--- src/rtl/vecmat_stream.sv ---
module vecmat_stream #(
  parameter int N = 4,
  parameter int W = 32,
  localparam int CW = $clog2(N),
  localparam int ACC_W = 2 * W + CW
) (
  input  logic                    clk,
  input  logic                    rst_n,
  input  logic                    vec_wr,
  input  logic signed [W-1:0]     vec_din,
  input  logic                    mat_wr,
  input  logic signed [W-1:0]     mat_din,
  input  logic                    start,
  output logic                    busy,
  output logic                    res_valid,
  output logic signed [ACC_W-1:0] res_data,
  output logic [CW-1:0]           res_idx
);

  logic signed [W-1:0] vreg [N];
  logic signed [W-1:0] mreg [N][N];

  logic [CW-1:0] k, sel, lrow, lcol;
  logic signed [ACC_W-1:0] acc;

  logic signed [2*W-1:0]   prod;
  logic signed [ACC_W-1:0] sum;
  logic                    last_k, last_row, last_col;

  assign prod     = vreg[0] * mreg[sel][0];
  assign sum      = acc + {{CW{prod[2*W-1]}}, prod};
  assign last_k   = (k == CW'(N - 1));
  assign last_row = (sel == CW'(N - 1));
  assign last_col = (lcol == CW'(N - 1));

  always_ff @(posedge clk) begin
    if (vec_wr && !busy) begin
      vreg[N-1] <= vec_din;
      for (int i = 0; i < N - 1; i++) vreg[i] <= vreg[i+1];
    end else if (busy) begin
      vreg[N-1] <= vreg[0];
      for (int i = 0; i < N - 1; i++) vreg[i] <= vreg[i+1];
    end
  end

  for (genvar r = 0; r < N; r++) begin : g_row
    always_ff @(posedge clk) begin
      if (mat_wr && !busy && lrow == CW'(r)) begin
        mreg[r][N-1] <= mat_din;
        for (int i = 0; i < N - 1; i++) mreg[r][i] <= mreg[r][i+1];
      end else if (busy && sel == CW'(r)) begin
        mreg[r][N-1] <= mreg[r][0];
        for (int i = 0; i < N - 1; i++) mreg[r][i] <= mreg[r][i+1];
      end
    end
  end

  always_ff @(posedge clk or negedge rst_n) begin
    if (!rst_n) begin
      busy      <= 1'b0;
      k         <= '0;
      sel       <= '0;
      lrow      <= '0;
      lcol      <= '0;
      acc       <= '0;
      res_valid <= 1'b0;
      res_data  <= '0;
      res_idx   <= '0;
    end else begin
      res_valid <= 1'b0;
      if (!busy) begin
        if (start) begin
          busy <= 1'b1;
          k    <= '0;
          sel  <= '0;
          acc  <= '0;
        end
        if (mat_wr) begin
          lcol <= last_col ? '0 : lcol + 1'b1;
          if (last_col) lrow <= (lrow == CW'(N - 1)) ? '0 : lrow + 1'b1;
        end
      end else if (last_k) begin
        res_valid <= 1'b1;
        res_data  <= sum;
        res_idx   <= sel;
        acc       <= '0;
        k         <= '0;
        if (last_row) begin
          sel  <= '0;
          busy <= 1'b0;
        end else begin
          sel <= sel + 1'b1;
        end
      end else begin
        acc <= sum;
        k   <= k + 1'b1;
      end
    end
  end

endmodule

--- config.mk ---
export PLATFORM = sky130hd
export DESIGN_NAME = vecmat_stream
export DESIGN_NICKNAME = d
export VERILOG_FILES = /design/src/rtl/vecmat_stream.sv
export SDC_FILE = /design/constraint.sdc
export NUM_CORES = 2
export LEC_CHECK = 0
export CORE_ASPECT_RATIO = 0.7
export CORE_MARGIN = 2
export CORE_UTILIZATION = 50
export CTS_CLUSTER_DIAMETER = 60
export DETAILED_ROUTE_END_ITERATION = 6
export PLACE_DENSITY = 0.66
export REMOVE_ABC_BUFFERS = 1
export SYNTH_ARGS = -nofsm -noshare
export SYNTH_HDL_FRONTEND = slang
export SYNTH_SLANG_ARGS = --single-unit
--- constraint.sdc ---
create_clock -name clk -period 31.6 [get_ports clk]
set_clock_uncertainty 0.15 [all_clocks]
set_input_delay 4.74 -clock clk [delete_from_list [all_inputs] [get_ports clk]]
set_output_delay 4.74 -clock clk [all_outputs]
set_load 0.05 [all_outputs]
Yosys cells after proc, flatten, opt, wreduce, memory -nomap -nowiden
Memory sizes are Yosys's and may differ from the RTL's.
Index checks and enable logic that the tools add are counted.
- flip-flop bits (word level): 144
- RAM bits: 640
- input port bits: 69
- logic and storage cells: 139
- memories kept: 2
- memories (name ; depth ; bits a word ; rd ports ; clocked after memory_dff ; wr ports ; line ; source):
    mreg ; 4 ; 128 ; 5 ; 0 ; 1 ; 21 ; logic signed [W-1:0] mreg [N][N];
    vreg ; 4 ; 32 ; 4 ; 0 ; 4 ; 20 ; logic signed [W-1:0] vreg [N];
- add/subtract/negate cells: 5
- multiply operators: 1
- equality and inequality tests: 9
- mux-type cells: 71
- bitwise logic cells: 21
- reductions and logical operators: 21
- operator list (operator ; count):
    2-to-1 mux 32 bit ; 20
    2-to-1 mux 128 bit ; 3
    OR reduction 128 bit ; 3
    2-to-1 mux 66 bit ; 3
    adder 66 bit ; 1
    multiplier 32 x 32 -> 64 bit ; 1
    2-to-1 mux 1 bit ; 31
    2-to-1 mux 2 bit ; 11
    bitwise OR 1 bit ; 20
    == test 2 bit (second input constant) ; 6
    2-to-1 mux 4 bit ; 3
    logical AND 1 bit ; 10
    adder 2 x 1 -> 2 bit (second input constant) ; 4
    AND reduction 2 bit ; 3
    == test 2 x 1 -> 1 bit (second input constant) ; 2
    zero test 2 bit ; 2
    AND reduction 3 bit ; 1
    != test 2 x 1 -> 1 bit (second input constant) ; 1
    nonzero test 2 bit ; 1
    zero test 1 bit ; 1
    NOT 1 bit ; 1

Longest topological paths before layout
- word-level depth: 10
- gate-level depth with buffers: 43
- gate-level depth less buffers: 38

Worst setup path before layout
No wires, ideal clock.
- path kind: register -> register
- start point: register sel[0]
- end point: register acc[63]
- arrival time: 11062 ps
- required time: 31319 ps
- slack: 20256 ps
- cell stages (with the launch flop): 36
- path buffers: 4
- clock period less this slack: 11344 ps
- cells stage by stage: dfrtp_1 > clkbuf_1 > clkbuf_1 > mux4_2 > clkbuf_1 > nand2_1 > inv_1 > fa_1 > fa_1 > fa_1 > inv_1 > fa_1 > inv_1 > fa_1 > fa_1 > fa_1 > fa_1 > ha_1 > a21o_1 > a21o_1 > a221oi_1 > o21ai_0 > a21o_1 > a21oi_1 > o41ai_2 > a211oi_1 > xnor2_1 > ha_1 > clkbuf_1 > a21oi_1 > o21bai_1 > a21o_1 > a21o_1 > a21oi_1 > o311ai_0 > or3_1
- cells in the longest elaborated chain, start to end: 5
- ends and longest elaborated chain (item ; line ; source):
    from (decl) ; 23 ; logic [CW-1:0] k, sel, lrow, lcol;
    from (signal assigned) ; 92 ; sel <= sel + 1'b1;
    memory read (4 x 128 bit) ; -- ;
    multiplier 32 x 32 -> 64 bit ; 30 ; assign prod = vreg[0] * mreg[sel][0];
    adder 66 bit ; 31 ; assign sum = acc + {{CW{prod[2*W-1]}}, prod};
    2-to-1 mux 66 bit ; 82 ; end else if (last_k) begin
    2-to-1 mux 66 bit ; 71 ; if (!busy) begin
    to (signal assigned) ; 95 ; acc <= sum;
    to (decl) ; 24 ; logic signed [ACC_W-1:0] acc;
No other way between the ends.
A chain may end at the register's enable or synchronous reset.

Worst setup path after layout
Same ends and word-level chain as after synthesis.

==> out/results.txt <==
status: completed
drt first pass iters: 5
port bufs: 138
final count of negative-setup-slack endpoints: 0
top cell family by delay on the critical path: adder cells
area of the multi-input gates: 0.0396 mm²
layout cells sized above 1: 7.87%
worst-margin pin slew: 1.08 ns
Initial Util: 50.3%
DIE AREA: 0.137 mm²
post-route DRC violation count: 0
WL/cell: 21.4 µm
crit share post-route: 40.5%
first-pass GRT wire length: 257000 µm
FMAX: 78.2 MHz
synth unique cells: 87
clock sinks: 784
initial antenna violation count: 1
depth of the CTS H-tree: 3
Via-to-Cell Ratio: 5.46
Async SR Flop Fraction: 18.4%
Routed Wire Length: 161000 µm
CTS clk-pin slew, worst paths: 0.07 ns
placer congestion estimate: 0.913
Most used DFF post-synth: edfxtp_1
Slew Limit Headroom: 27.8%
gr usage total: 24.5%
sum of negative setup slack: 0 ns
vias post-DR: 41174
CP startpoint kind: flip-flop
largest net degree at the start of global routing: 82
CP bufs+invs: 6
Hold Buf Count CTS: 0
number of max-cap violations: 0
clk root buf: clkbuf_16
DRT iter0 DRCs: 3086
max incr delay on CP: 1.13 ns
vias in the first global route: 43321
Critical Path RT: 32.03 ns
synth warn: 0
Min-Delay Path Class: flip-flop to flip-flop
row count: 112
hpwl dp: 122000 µm
Seq/Total Area, Yosys: 34.1%
Storage cell area: 0.0228 mm²
Crit Path Max Fanout: 32
syn avg cell area: 11.8 µm²
RSZ-0062 raised after global routing: no
Antenna Nets Post-Route: 0
clock buffer depth: 3
Post-Synth Adder-Cell Area: 37.2%
post-synthesis compound-gate area fraction: 5.31%
post-route minimum period: 12.78 ns
total gr overflow: 0
post-cts resize count: 0
final hold vios: 0
CTS Buf Count: 76
CP endpoint kind: flip-flop
most used cell along the critical path: fa_1
fill count: 11296
Vert. Die Dim: 310 µm
EDFF count, synth: 640
Layout area overhead: 8.60%
Mapped Area: 0.0670 mm²
class of the most critical setup path: flip-flop to flip-flop
final net count: 7119
Clk Latency, worst-skew pair: 0.69 ns
CP max stage cell: fa_1
Die Width: 442 µm
simple-gate share of the synthesized area: 10.7%
core footprint: 0.133 mm²
CTS tree: built
main combinational cell family by area after synthesis: adder cells
fin. max-slew vios: 0
post-synthesis xor/xnor area fraction: 1.73%
register bit total from synthesis: 784
Critical Path AT: 13.21 ns
post-synthesis mux area share: 4.07%
Gate Count Post-Synth: 5693
num ports: 139
postcts setup bufs: 0
-- Yosys cell counts, types with 77 or more instances --
cell type	instances	area, µm²
nor2_1	81	304
clkbuf_1	251	942
nand2_1	738	2770
fa_1	1083	21700
mux2_2	179	2020
and2_1	499	3120
edfxtp_1	640	19200
xnor2_1	82	718
a21o_1	77	578
dfrtp_1	144	3600
a21oi_1	136	681
ha_1	260	3250
inv_1	954	3580
-- final cells by class --
class                           instances  share of cell area, %
Multi-Input combinational cell       3675                   54.4
Sequential cell                       784                   31.4
Inverter                              957                   4.94
Tap cell                             1767                   3.04
Clock buffer                           96                   2.77
Timing Repair Buffer                  213                   2.67
Clock inverter                         45                  0.774
Antenna cell                            1                0.00344
-- cell usage in the layout, fill, tap and decap left out, types with 12 or more instances in the layout --
cell	Yosys	final
nand4_1	26	26
mux4_2	31	31
clkbuf_1	251	16
mux2_2	179	179
a21o_1	77	77
o21a_1	16	16
nand3_1	36	36
inv_1	954	954
a21oi_1	136	136
a22o_1	53	53
and2_1	499	499
o21bai_1	29	29
or3_1	15	15
clkbuf_16	0	76
buf_4	0	75
ha_1	260	260
nor3_1	17	17
o31ai_1	13	13
nand2_1	738	729
fa_1	1083	1083
edfxtp_1	640	640
o21ai_0	76	76
nor2_1	81	80
and3_1	12	12
xnor2_1	82	82
clkdlybuf4s50_1	0	137
clkinv_1	1	16
dfrtp_1	144	141
xor2_1	46	46
-- cell families after synthesis --
group | after synthesis
and+or+nand+nor | 1477
muxes | 211
adders and majority gates | 1343
DFF | 784
AOI/OAI and AO/OA | 514
xor gates and xnor gates | 130
buffers and inverters | 1234
-- routing by layer --
| layer | vias to the layer above | wire length, µm | GRT usage (%) |
|---|---|---|---|
| li1 | 18107 | - | - |
| met1 | 21663 | 76600 | 38.1 |
| met2 | 1275 | 71900 | 36.9 |
| met3 | 129 | 10400 | 3.80 |
| met4 | 0 | 2440 | 4.55 |
| met5 | - | 0 | 0 |
-- worst paths after layout --
path                            slack, ns  cells after the start     endpoint   startpoint
worst max-delay path                18.82                     33      acc[63]       sel[0]
min in group asynchronous            3.91                      1      lcol[0]        rst_n
worst min-delay path                 0.24                      0  vreg[2][20]  vreg[3][20]
worst min register to register       0.24                      0  vreg[2][20]  vreg[3][20]
max in group asynchronous           25.88                      2      acc[13]        rst_n
worst max register to register      18.82                     33      acc[63]       sel[0]
-- registers in the layout, summed over array words and instances (netlist names), 2 cells and up --
| signal | count |
|---|---|
| sel | 2 |
| k | 2 |
| mreg | 512 |
| acc | 66 |
| res_idx | 2 |
| vreg | 128 |
| lrow | 2 |
| res_data | 66 |
| lcol | 2 |
-- stage by stage --
stage | instances | setup slack (ns) | hold slack [ns] | utilization (%) | area (µm²)
finish | 7538 | 18.82 | 0.242 | 54.7 | 72800
floorplan | 5416 | 19.93 | 0.250 | - | 66000
detailed placement | 7396 | 19.03 | 0.255 | 52.7 | 70200
CTS | 7537 | 18.97 | 0.242 | 54.7 | 72800
global route | 7537 | 18.24 | 0.244 | 54.7 | 72800
global placement | 7396 | 19.24 | 0.250 | 52.7 | 70200
Power is not shown: default switching activity piles up to over one toggle a cycle in this logic, so the estimate is an artifact.
